===== src/rtl/ctl_latch_pkg.sv =====
package ctl_latch_pkg;

    localparam int unsigned DFLT_DATA_W  = 6;
    localparam int unsigned DFLT_SYNC_ST = 2;

    typedef enum logic {
        MODE_PAR = 1'b0,
        MODE_SER = 1'b1
    } lmode_e;

endpackage


===== src/rtl/cl_sync.sv =====
module cl_sync #(
    parameter int unsigned W       = 1,
    parameter int unsigned STAGES  = 2,
    parameter logic [W-1:0] RST_VAL = '1
) (
    input  logic         clk,
    input  logic         rst_n,
    input  logic [W-1:0] async_i,
    output logic [W-1:0] sync_o
);

    typedef struct packed {
        logic [STAGES-1:0][W-1:0] stg;
    } sync_st_t;

    sync_st_t st_d, st_q;

    always_comb begin
        st_d.stg[0] = async_i;
        for (int i = 1; i < int'(STAGES); i++) begin
            st_d.stg[i] = st_q.stg[i-1];
        end
    end

    always_ff @(posedge clk or negedge rst_n) begin
        if (!rst_n) begin
            st_q.stg <= {STAGES{RST_VAL}};
        end else begin
            st_q <= st_d;
        end
    end

    assign sync_o = st_q.stg[STAGES-1];

endmodule


===== src/rtl/cl_ser_shift.sv =====
module cl_ser_shift #(
    parameter int unsigned W = 8
) (
    input  logic         clk,
    input  logic         rst_n,
    input  logic         en_i,
    input  logic         sclk_i,
    input  logic         sdi_i,
    output logic [W-1:0] word_o
);

    typedef struct packed {
        logic         clk_prev;
        logic [W-1:0] sh;
    } shift_st_t;

    shift_st_t st_d, st_q;

    always_comb begin
        st_d          = st_q;
        st_d.clk_prev = sclk_i;
        if (en_i && sclk_i && !st_q.clk_prev) begin
            st_d.sh = {st_q.sh[W-2:0], sdi_i};
        end
    end

    always_ff @(posedge clk or negedge rst_n) begin
        if (!rst_n) begin
            st_q.clk_prev <= 1'b1;
            st_q.sh       <= '1;
        end else begin
            st_q <= st_d;
        end
    end

    assign word_o = st_q.sh;

endmodule


===== src/rtl/cl_word_hold.sv =====
module cl_word_hold
    import ctl_latch_pkg::*;
#(
    parameter int unsigned W = 8
) (
    input  logic         clk,
    input  logic         rst_n,
    input  logic         ld_i,
    input  lmode_e       mode_i,
    input  logic [W-1:0] par_i,
    input  logic [W-1:0] ser_i,
    output logic [W-1:0] word_o
);

    typedef struct packed {
        logic [W-1:0] word;
    } hold_st_t;

    hold_st_t st_d, st_q;

    always_comb begin
        st_d = st_q;
        if (ld_i) begin
            st_d.word = (mode_i == MODE_SER) ? ser_i : par_i;
        end
    end

    always_ff @(posedge clk or negedge rst_n) begin
        if (!rst_n) begin
            st_q.word <= '1;
        end else begin
            st_q <= st_d;
        end
    end

    assign word_o = st_q.word;

endmodule


===== src/rtl/ctl_word_latch.sv =====
module ctl_word_latch
    import ctl_latch_pkg::*;
#(
    parameter int unsigned DATA_W  = DFLT_DATA_W,
    parameter int unsigned SYNC_ST = DFLT_SYNC_ST
) (
    input  logic              clk,
    input  logic              rst_n,
    input  logic              ld_pin_i,
    input  logic [DATA_W-1:0] dat_pin_i,
    input  logic              rxtx_pin_i,
    input  logic              tone_pin_i,
    output logic [DATA_W-1:0] ctl_data_o,
    output logic              rxtx_o,
    output logic              tone_en_o
);

    localparam int unsigned WORD_W   = DATA_W + 2;
    localparam int unsigned PIN_W    = DATA_W + 3;
    localparam int unsigned SEL_HI   = DATA_W - 1;
    localparam int unsigned SEL_LO   = DATA_W - 2;
    localparam int unsigned SDI_BIT  = DATA_W - 3;
    localparam int unsigned SCLK_BIT = DATA_W - 4;

    logic [PIN_W-1:0]  pins_s;
    logic              ld_s;
    logic [DATA_W-1:0] dat_s;
    logic              rxtx_s;
    logic              tone_s;
    logic              ser_mode;
    lmode_e            mode;
    logic              sclk_s;
    logic              sdi_s;
    logic [WORD_W-1:0] par_word;
    logic [WORD_W-1:0] ser_word;
    logic [WORD_W-1:0] held_word;

    cl_sync #(
        .W       (PIN_W),
        .STAGES  (SYNC_ST),
        .RST_VAL ({PIN_W{1'b1}})
    ) u_sync (
        .clk     (clk),
        .rst_n   (rst_n),
        .async_i ({ld_pin_i, dat_pin_i, rxtx_pin_i, tone_pin_i}),
        .sync_o  (pins_s)
    );

    assign {ld_s, dat_s, rxtx_s, tone_s} = pins_s;

    assign ser_mode = dat_s[SEL_HI] & ~dat_s[SEL_LO];
    assign mode     = ser_mode ? MODE_SER : MODE_PAR;
    assign sclk_s   = dat_s[SCLK_BIT];
    assign sdi_s    = dat_s[SDI_BIT];
    assign par_word = {dat_s, rxtx_s, tone_s};

    cl_ser_shift #(
        .W (WORD_W)
    ) u_shift (
        .clk    (clk),
        .rst_n  (rst_n),
        .en_i   (ser_mode),
        .sclk_i (sclk_s),
        .sdi_i  (sdi_s),
        .word_o (ser_word)
    );

    cl_word_hold #(
        .W (WORD_W)
    ) u_hold (
        .clk    (clk),
        .rst_n  (rst_n),
        .ld_i   (ld_s),
        .mode_i (mode),
        .par_i  (par_word),
        .ser_i  (ser_word),
        .word_o (held_word)
    );

    assign {ctl_data_o, rxtx_o, tone_en_o} = held_word;

endmodule


===== config.mk =====
export PLATFORM = sky130hd
export DESIGN_NAME = ctl_word_latch
export DESIGN_NICKNAME = d
export VERILOG_FILES = /design/src/rtl/ctl_latch_pkg.sv /design/src/rtl/cl_sync.sv /design/src/rtl/cl_ser_shift.sv /design/src/rtl/cl_word_hold.sv /design/src/rtl/ctl_word_latch.sv
export SDC_FILE = /design/constraint.sdc
export NUM_CORES = 1
export LEC_CHECK = 0
export BUFFER_PORTS_ARGS = -buffer_cell sky130_fd_sc_hd__buf_2
export CAP_MARGIN = 40
export CORE_MARGIN = 2
export CORE_UTILIZATION = 50
export CTS_CLUSTER_DIAMETER = 200
export DETAILED_ROUTE_END_ITERATION = 8
export HOLD_SLACK_MARGIN = 0.06
export PLACE_DENSITY = 0.77
export SLEW_MARGIN = 5
export SYNTH_ARGS = -nofsm -noshare
export SYNTH_HDL_FRONTEND = slang
export SYNTH_SLANG_ARGS = --single-unit

===== constraint.sdc =====
create_clock -name clk -period 2.1 [get_ports clk]
set_input_delay 0.42 -clock clk [delete_from_list [all_inputs] [get_ports clk]]
set_output_delay 0.42 -clock clk [all_outputs]
set_load 0.05 [all_outputs]

==> results.json, run 1 <==
{
  "antenna_found_initial": 0,
  "firstDrtPassIters": 4,
  "core_area_mm2": 0.00243,
  "hp-start": "dat_pin_i[1]",
  "insertion_delay_ns": 0.34,
  "critical_path.slowest_cell": "dfstp_2",
  "grt_pass1_vias": 683,
  "cp_max_fo": 10,
  "place_hpwl_mm": 1.23,
  "antenna_cells": 0,
  "gp_congestion": 0.811,
  "grt_pass1_wl_mm": 2.90,
  "area_growth_pct": 14.9,
  "min_period_over_period_pct": 75.6,
  "syn_inst": 79,
  "place_ws_ns": 0.546,
  "fmax_mhz": 629,
  "crit_chain": "and4bb_1 -> mux2_4",
  "hold-worst-slack_ns": 0.160,
  "leakage_nw": 0.598,
  "cp_slowest_stage_delay_ns": 0.63,
  "clock_path_buffers": 2,
  "io_buffers": 18,
  "critPathKind": "flop to flop",
  "numCtsBuffers": 5,
  "io_pins": 19,
  "rsz0062_at_grt": "false",
  "gr-max-usage-layer": "met2",
  "fin_skew_ns": 0.0114,
  "finalNetCount": 111,
  "cts_tree": "done",
  "ys_warn_count": 0,
  "cts_root_buf": "clkbuf_4",
  "vias_per_cell": 5.14,
  "route.detailed.drc": 0,
  "worstHoldPathType": "input pin to flop",
  "grt_usage_pct": 15.0,
  "start_util_pct": 52.2,
  "ys_types": 15,
  "seq_area_frac_synth_pct": 72.4,
  "synth_seq_cells": 35,
  "maxCapViolCount": 0,
  "start_kind": "flop",
  "utilization_pct": 60.0,
  "ir_drop_uv": 800,
  "dieHeight_um": 54.4,
  "period_minus_slack_ns": 1.59,
  "clk_pin_slew_worst_paths_ns": 0.12,
  "final_cell_mix": "35 x dfstp_2, 18 x buf_2, 8 x mux2_4, 7 x o211ai_1",
  "die_area_mm2": 0.00296,
  "ctsHoldBuffers": 0,
  "cpLargestDelayFamily": "flip-flops",
  "slew_viol_final": 0,
  "worst_r2r_startpoint": "u_sync.sync_o[7]$_DFF_PN1_",
  "layout-drive-gt1-share_pct": 68.3,
  "layout_commonest_cell": "dfstp_2",
  "clock_sinks": 35,
  "setup_viol": 0,
  "grt_use_met2_pct": 22.9,
  "met3_usage_pct": 5.74,
  "syn-num-nets": 90,
  "vias": 673,
  "row_count": 18,
  "ant_nets": 0,
  "grt_max_degree": 36,
  "worst_slack_ns": 0.511,
  "power_density_mw_per_mm2": 1060,
  "cts-htree-levels": 2,
  "avgSynthCellArea_um2": 16.1,
  "path_buf_inv": 0,
  "finalSetupTns_ns": 0,
  "worstMarginPinSlew_ns": 0.720,
  "required_ns": 2.37,
  "cts_resized": 0,
  "grt-ovfl-total": 0,
  "post_cts_buffers": 0,
  "wire_per_inst_um": 14.0,
  "final-hold-violation-count": 0,
  "relSlewSlack_pct": 52.0,
  "totalWireLength_mm": 1.83,
  "syn_area_mm2": 0.00127,
  "endpoint_kind": "flop",
  "outcome": "complete, no violations",
  "startpoint": "u_sync.sync_o[7]$_DFF_PN1_",
  "worst-endpoint-arrival_ns": 1.86,
  "drt_iter0_markers": 15,
  "globalRouteMet1Util_pct": 17.0,
  "die_w_um": 54.4,
  "finalPower_mw": 1.55
}
worst reg2reg max path: stages, from the launching register on:
cell and delay, ns:
dfstp_2 0.63, and4bb_1 0.54, mux2_4 0.34
cells by family after synthesis:
kind of cell           after synthesis  share of synthesized area [%]
AO/OA/AOI/OAI                       10                           5.32
buffers and inverters                5                           2.17
AND/OR/NAND/NOR                     21                           10.6
flip-flops                          35                           72.4
multiplexers                         8                           9.46
report_power, final:
group	switching, mW	total (mW)	internal (mW)
clock	0.237	0.493	0.257
sequential	0.0553	0.856	0.801
combinational	0.112	0.196	0.0844
final cells by class:
type / count / area (µm²)
clock buffers: 5 / 37.5
clock inverters: 3 / 47.5
fillers: 189 / 973
inverters: 1 / 3.75
multi-input cells: 39 / 323
flip-flops and latches: 35 / 920
well taps: 30 / 37.5
repair buffers: 18 / 90.1
worst paths after layout:
path                                            endpoint  slack (ns)  cells past startpoint
min in group asynchronous  u_shift.word_o[7]$_DFFE_PN1P_        0.50                      1
setup reg to reg           u_shift.word_o[4]$_DFFE_PN1P_        0.51                      2
setup / recovery           u_shift.word_o[4]$_DFFE_PN1P_        0.51                      2
hold reg to reg               u_sync.sync_o[2]$_DFF_PN1_        0.35                      0
hold / removal                 u_sync.st_d[12]$_DFF_PN1_        0.16                      1
max in group asynchronous   u_hold.word_o[7]$_DFFE_PN1P_        1.56                      1
cells in the mapped netlist (all sizes together):
cell / n / area share (%)
and4bb: 1 / 0.99
inv: 1 / 0.30
nand2: 6 / 1.8
o211ai: 7 / 4.1
o21ai: 1 / 0.39
nor2b: 1 / 0.49
mux2: 8 / 9.5
dfstp: 35 / 72
a21oi: 2 / 0.79
nand4b: 6 / 4.1
buf: 2 / 1.3
clkbuf: 2 / 0.59
nand2b: 6 / 3.0
nor2: 1 / 0.30
sequential cells by signal, summed over array words and instances (netlist names):
| signal | flops |
|---|---|
| u_shift.st_q | 1 |
| u_shift.word_o | 8 |
| u_sync.sync_o | 9 |
| u_hold.word_o | 8 |
| u_sync.st_d | 9 |
metal layers:
metal / up-vias / wire, µm
li1: 318 / -
met2: 24 / 848
met5: - / 0
met3: 7 / 97
met4: 0 / 48
met1: 324 / 834
through the flow:
stage | instances | cell area (µm²)
6_report | 131 | 1460
3_3_place_gp | 123 | 1370
4_1_cts | 131 | 1460
2_1_floorplan | 79 | 1270
5_1_grt | 131 | 1460
3_5_place_dp | 123 | 1370
(Power assumes the default switching activity.)
==> run 2: changes to the inputs <==
--- a/config.mk
+++ b/config.mk
@@ -5,6 +5,7 @@
 export SDC_FILE = /design/constraint.sdc
 export NUM_CORES = 1
 export LEC_CHECK = 0
+export ABC_AREA = 1
 export BUFFER_PORTS_ARGS = -buffer_cell sky130_fd_sc_hd__buf_2
 export CAP_MARGIN = 40
 export CORE_MARGIN = 2
==> constraint.sdc (replaced) <==
create_clock -name clk -period 1.5 [get_ports clk]
set_input_delay 0.3 -clock clk [delete_from_list [all_inputs] [get_ports clk]]
set_output_delay 0.3 -clock clk [all_outputs]
set_load 0.05 [all_outputs]
==> run 2 against run 1 <==
Global-route usage up 1.2 points. Hold slack better by 0.20 ns. Synthesized cell count up 44%. Die area up 3.1%. Sequential cell count unchanged. Clock skew down 0.0023 ns. Sequential power up 33%. Critical path depth down 1.
==> results.json, run 2 <==
{
  "path_buf_inv": 1,
  "critPathKind": "flop to primary output",
  "ir_drop_uv": 974,
  "ant_nets": 0,
  "synth_seq_cells": 35,
  "route.detailed.drc": 0,
  "fin_area_mm2": 0.00158,
  "min_period_over_period_pct": 96.3,
  "ctsHoldBuffers": 9,
  "place_hpwl_mm": 1.44,
  "leakage_nw": 0.744,
  "stdcell_count": 177,
  "clk_pin_slew_worst_paths_ns": 0.10,
  "vias": 864,
  "core_area_mm2": 0.00248,
  "async_flop_share_pct": 100,
  "wire_per_inst_um": 11.8,
  "worstMarginPinSlew_ns": 0.710,
  "antenna_found_initial": 0,
  "start_kind": "flop",
  "finalNetCount": 158,
  "fin_skew_ns": 0.00903,
  "dieHeight_um": 55.2,
  "cts_resized": 0,
  "ys_types": 12,
  "outcome": "complete, no violations",
  "firstDrtPassIters": 4,
  "critical_path.slowest_cell": "dfstp_2",
  "cp_max_fo": 2,
  "ys_warn_count": 0,
  "seq_area_frac_synth_pct": 70.1,
  "clock_path_buffers": 2,
  "row_count": 18,
  "maxCapViolCount": 0,
  "power_density_mw_per_mm2": 1210,
  "grt-ovfl-total": 0,
  "post_cts_buffers": 0,
  "io_pins": 19,
  "relSlewSlack_pct": 52.6,
  "die_area_mm2": 0.00305,
  "worst-endpoint-arrival_ns": 1.14,
  "cts-htree-levels": 2,
  "syn_area_mm2": 0.00131,
  "regToRegSetupSlack_ns": 0.38,
  "vias_per_cell": 4.88,
  "synth_top_flop_cell": "dfstp_2",
  "insertion_delay_ns": 0.33,
  "synth_top_area_share_pct": 70.1,
  "period_minus_slack_ns": 1.44,
  "avgSynthCellArea_um2": 11.5,
  "finalSetupTns_ns": 0,
  "cp_slowest_stage_delay_ns": 0.55,
  "worstHoldPathType": "flop to flop",
  "area_growth_pct": 20.0,
  "totalWireLength_mm": 2.09,
  "required_ns": 1.20,
  "numCtsBuffers": 5,
  "rsz0062_at_grt": "false",
  "final-hold-violation-count": 0,
  "synth.most_common_cell": "nand2_1",
  "crit_chain": "buf_2",
  "grt_usage_pct": 16.2,
  "gp_congestion": 0.861,
  "synth_edf_count": 0,
  "layout-drive-gt1-share_pct": 44.9,
  "placed_cell_area_mm2": 0.00143,
  "yosys.area.top_type": "dfstp_2",
  "dp_cells": 161,
  "io_buffers": 18,
  "grt_max_degree": 36,
  "cpLargestDelayFamily": "flip-flops",
  "die_w_um": 55.2,
  "cts_root_buf": "clkbuf_4",
  "slew_viol_final": 0,
  "grt_pass1_wl_mm": 3.76,
  "final_cell_mix": "36 x nand2_1, 35 x dfstp_2, 20 x nand3_1, 18 x buf_2, 12 x inv_1",
  "endpoint_kind": "primary output",
  "cts_tree": "done",
  "grt_pass1_vias": 883,
  "setup_viol": 0,
  "drt_iter0_markers": 19,
  "fmax_mhz": 692,
  "syn-num-nets": 125,
  "ys_top_cells_by_area": "dfstp_2 70%, nand2_1 10%, nand3_1 7.6%, inv_1 3.4%, nand2_8 3.1%",
  "syn_inst": 114,
  "clock_sinks": 35,
  "antenna_cells": 0,
  "start_util_pct": 53.0,
  "synthTopCellsByCount": "36 x nand2_1, 35 x dfstp_2, 20 x nand3_1",
  "layout_commonest_cell": "nand2_1"
}
[run 2: changes by cell type in the layout (fill, tap and decap cells not counted), moves of 6 or more]
cell	previous run	this run
dlygate4sd3_1	0	9
inv_1	1	12
mux2_4	8	0
nand2_1	6	36
nand2b_1	6	0
nand3_1	0	20
nand4b_1	6	0
o211ai_1	7	0
[run 2: worst paths after layout]
| check | start | to | cells after the start |
|---|---|---|---|
| setup / recovery | u_hold.word_o[4]$_DFFE_PN1P_ | ctl_data_o[2] | 1 |
| hold / removal | u_sync.st_d[16]$_DFF_PN1_ | u_sync.sync_o[7]$_DFF_PN1_ | 0 |
| setup reg to reg | u_sync.sync_o[7]$_DFF_PN1_ | u_shift.word_o[6]$_DFFE_PN1P_ | 5 |
| hold reg to reg | u_sync.st_d[16]$_DFF_PN1_ | u_sync.sync_o[7]$_DFF_PN1_ | 0 |
| max in group asynchronous | rst_n | u_sync.sync_o[7]$_DFF_PN1_ | 1 |
| min in group asynchronous | rst_n | u_shift.word_o[5]$_DFFE_PN1P_ | 1 |
[run 2: routing by layer]
| layer | vias to the layer above | share of wire (%) | global-route usage, % | wire, µm |
|---|---|---|---|---|
| met3 | 5 | 5.2 | 5.62 | 108 |
| met2 | 23 | 52 | 26.2 | 1080 |
| li1 | 419 | - | - | - |
| met4 | 0 | 1.9 | 8.36 | 40 |
| met1 | 417 | 41 | 19.0 | 863 |
| met5 | - | 0 | 0 | 0 |
[run 2: metrics by stage]
stage / worst slack (ns) / power, mW / hold slack (ns) / utilization [%]
after floorplan: 0.493 / 1.33 / 0.152 / -
after global placement: 0.439 / 1.40 / 0.346 / 57.7
after detailed placement: 0.390 / 1.41 / 0.347 / 57.7
after CTS: 0.0373 / 1.93 / 0.361 / 63.6
after global routing: 0.0140 / 2.02 / 0.367 / 63.6
final: 0.0558 / 1.91 / 0.359 / 63.6
[run 2: final cells by class]
cell class | instances | area, µm²
sequential | 35 | 920
clock inverter | 1 | 5.00
inverter | 15 | 66.3
fill | 200 | 902
timing repair buffer | 27 | 180
multi-input combinational | 63 | 315
clock buffer | 6 | 51.3
tap | 30 | 37.5
[run 2: kinds of logic (layout without fill, tap and decap cells)]
kind of cell,after synthesis,after routing,share of synthesized area [%]
AOI/OAI and AO/OA,4,4,1.52
buffers and inverters,16,49,5.91
DFF,35,35,70.1
and+or+nand+nor,59,59,22.5
[run 2: report_power, final]
group / total (mW) / internal [mW] / switching, mW
Sequential: 1.14 / 1.09 / 0.0572
Clock: 0.495 / 0.217 / 0.278
Combinational: 0.268 / 0.0844 / 0.184
==> run 3: changes to the inputs <==
--- a/config.mk
+++ b/config.mk
@@ -7,14 +7,12 @@
 export LEC_CHECK = 0
 export ABC_AREA = 1
 export BUFFER_PORTS_ARGS = -buffer_cell sky130_fd_sc_hd__buf_2
-export CAP_MARGIN = 40
 export CORE_MARGIN = 2
-export CORE_UTILIZATION = 50
+export CORE_UTILIZATION = 49
 export CTS_CLUSTER_DIAMETER = 200
 export DETAILED_ROUTE_END_ITERATION = 8
 export HOLD_SLACK_MARGIN = 0.06
-export PLACE_DENSITY = 0.77
-export SLEW_MARGIN = 5
+export PLACE_DENSITY = 0.79
 export SYNTH_ARGS = -nofsm -noshare
 export SYNTH_HDL_FRONTEND = slang
 export SYNTH_SLANG_ARGS = --single-unit
==> constraint.sdc (replaced) <==
create_clock -name clk -period 1.3 [get_ports clk]
set_input_delay 0.26 -clock clk [delete_from_list [all_inputs] [get_ports clk]]
set_output_delay 0.26 -clock clk [all_outputs]
set_load 0.05 [all_outputs]
==> run 3 against run 2 <==
The run now ends with negative setup slack left. Global-route usage up 0.68 points. Clock power up 61%. Register-to-register slack worse by 0.22 ns. Clock-buffer cell count unchanged. Non-clock buffer count up 5. Sequential cell count unchanged. Routed wire length up 10%.
==> results.json, run 3 (synthesis results as in run 2) <==
{
  "gr-max-usage-layer": "met2",
  "placed_cell_area_mm2": 0.00144,
  "utilization_pct": 68.9,
  "final-hold-violation-count": 0,
  "relSlewSlack_pct": 72.7,
  "io_pins": 19,
  "drt_iter0_markers": 15,
  "required_ns": 1.04,
  "place_ws_ns": 0.213,
  "ir_drop_uv": 1170,
  "endpoint_kind": "primary output",
  "layout_commonest_cell": "nand2_1",
  "dieHeight_um": 55.8,
  "clock_path_buffers": 2,
  "place_hpwl_mm": 1.38,
  "grt_pass1_vias": 852,
  "slew_viol_final": 0,
  "firstDrtPassIters": 4,
  "cts_root_buf": "clkbuf_4",
  "ant_nets": 0,
  "critPathKind": "flop to primary output",
  "grt_use_met2_pct": 28.4,
  "rsz0062_at_grt": "true",
  "worst_r2r_startpoint": "u_sync.sync_o[7]$_DFF_PN1_",
  "clock_sinks": 35,
  "r2r_cells": 5,
  "finalNetCount": 163,
  "power_density_mw_per_mm2": 1460,
  "outcome": "complete, but fails checks",
  "globalRouteMet1Util_pct": 18.6,
  "critical_path.slowest_cell": "dfstp_2",
  "die_w_um": 55.8,
  "worstMarginPinSlew_ns": 0.409,
  "worstHoldPathType": "input pin to async pin",
  "cts_tree": "done",
  "met3_usage_pct": 6.98,
  "setup_viol": 2,
  "cts-htree-levels": 2,
  "layout-drive-gt1-share_pct": 47.1,
  "cp_slowest_stage_delay_ns": 0.57,
  "fmax_mhz": 765,
  "fin_area_mm2": 0.00172,
  "reg2reg_to": "u_shift.word_o[2]$_DFFE_PN1P_",
  "clk_pin_slew_worst_paths_ns": 0.10,
  "min_period_over_period_pct": 101,
  "vias": 889,
  "gp_congestion": 0.897,
  "numCtsBuffers": 5,
  "fin_skew_ns": 0.00221,
  "io_buffers": 18,
  "start_util_pct": 52.5,
  "antenna_cells": 0,
  "period_minus_slack_ns": 1.31,
  "crit_cells": 1,
  "final_cell_mix": "36 x nand2_1, 35 x dfstp_2, 20 x nand3_1, 12 x inv_1, 10 x buf_2",
  "wire_per_inst_um": 12.6,
  "regToRegSetupSlack_ns": 0.16,
  "row_count": 18,
  "grt_usage_pct": 16.9,
  "startpoint": "u_hold.word_o[2]$_DFFE_PN1P_",
  "totalWireLength_mm": 2.31,
  "antenna_found_initial": 0,
  "vias_per_cell": 4.86,
  "path_buf_inv": 1,
  "core_area_mm2": 0.00250,
  "cpLargestDelayFamily": "flip-flops",
  "grt_max_degree": 36,
  "cp_max_fo": 2,
  "worst_slack_ns": -0.00672,
  "area_growth_pct": 31.3,
  "maxCapViolCount": 0,
  "violations": "negative setup slack",
  "endpoint": "ctl_data_o[0]",
  "grt-ovfl-total": 0,
  "leakage_nw": 0.807,
  "start_kind": "flop",
  "worst-endpoint-arrival_ns": 1.05,
  "die_area_mm2": 0.00311,
  "crit_chain": "buf_8",
  "finalSetupTns_ns": -0.0121,
  "grt_pass1_wl_mm": 3.91,
  "finalPower_mw": 2.52,
  "insertion_delay_ns": 0.33,
  "route.detailed.drc": 0
}
## run 3: worst min-delay path by stage
| stage | end | depth (start not counted) | slack [ns] |
|---|---|---|---|
| CTS | u_shift.word_o[7]$_DFFE_PN1P_ | 2 | 0.23 |
| finish | u_hold.word_o[6]$_DFFE_PN1P_ | 2 | 0.23 |
| global route | u_shift.word_o[5]$_DFFE_PN1P_ | 2 | 0.29 |
| global placement | u_sync.sync_o[4]$_DFF_PN1_ | 0 | 0.35 |
| floorplan | u_hold.word_o[0]$_DFFE_PN1P_ | 0 | 0.11 |
| detailed placement | u_sync.sync_o[5]$_DFF_PN1_ | 0 | 0.35 |
## run 3: through the flow
step	std cells	hold slack, ns
finish	183	0.228
global route	183	0.286
CTS	181	0.230
detailed placement	162	0.347
global placement	162	0.346
floorplan	114	0.112
## run 3: what timing repair did
item,in CTS,in global routing
buffers inserted,2,2
hold endpoints to repair,9,0
hold buffers,9,0
gates resized for setup,24,0
setup endpoints to repair,8,8
## run 3: power breakdown
group | internal, mW | leakage [nW] | switching [mW]
Combinational | 0.165 | 0.392 | 0.227
Clock | 0.454 | 0.0482 | 0.342
Sequential | 1.25 | 0.367 | 0.0757
## run 3: cell type report
type	instances	area [µm²]
Fill cell	172	777
Clock buffer	6	51.3
Inverter	15	66.3
Tap cell	30	37.5
Clock inverter	2	35.0
Timing Repair Buffer	32	298
Sequential cell	35	920
Multi-Input combinational cell	63	315
## run 3: routing by layer
metal  part of all wire (%)  up-vias
met5                      0        -
met4                    2.8        0
met3                    5.9        8
met2                     53       35
met1                     38      419
li1                       -      427
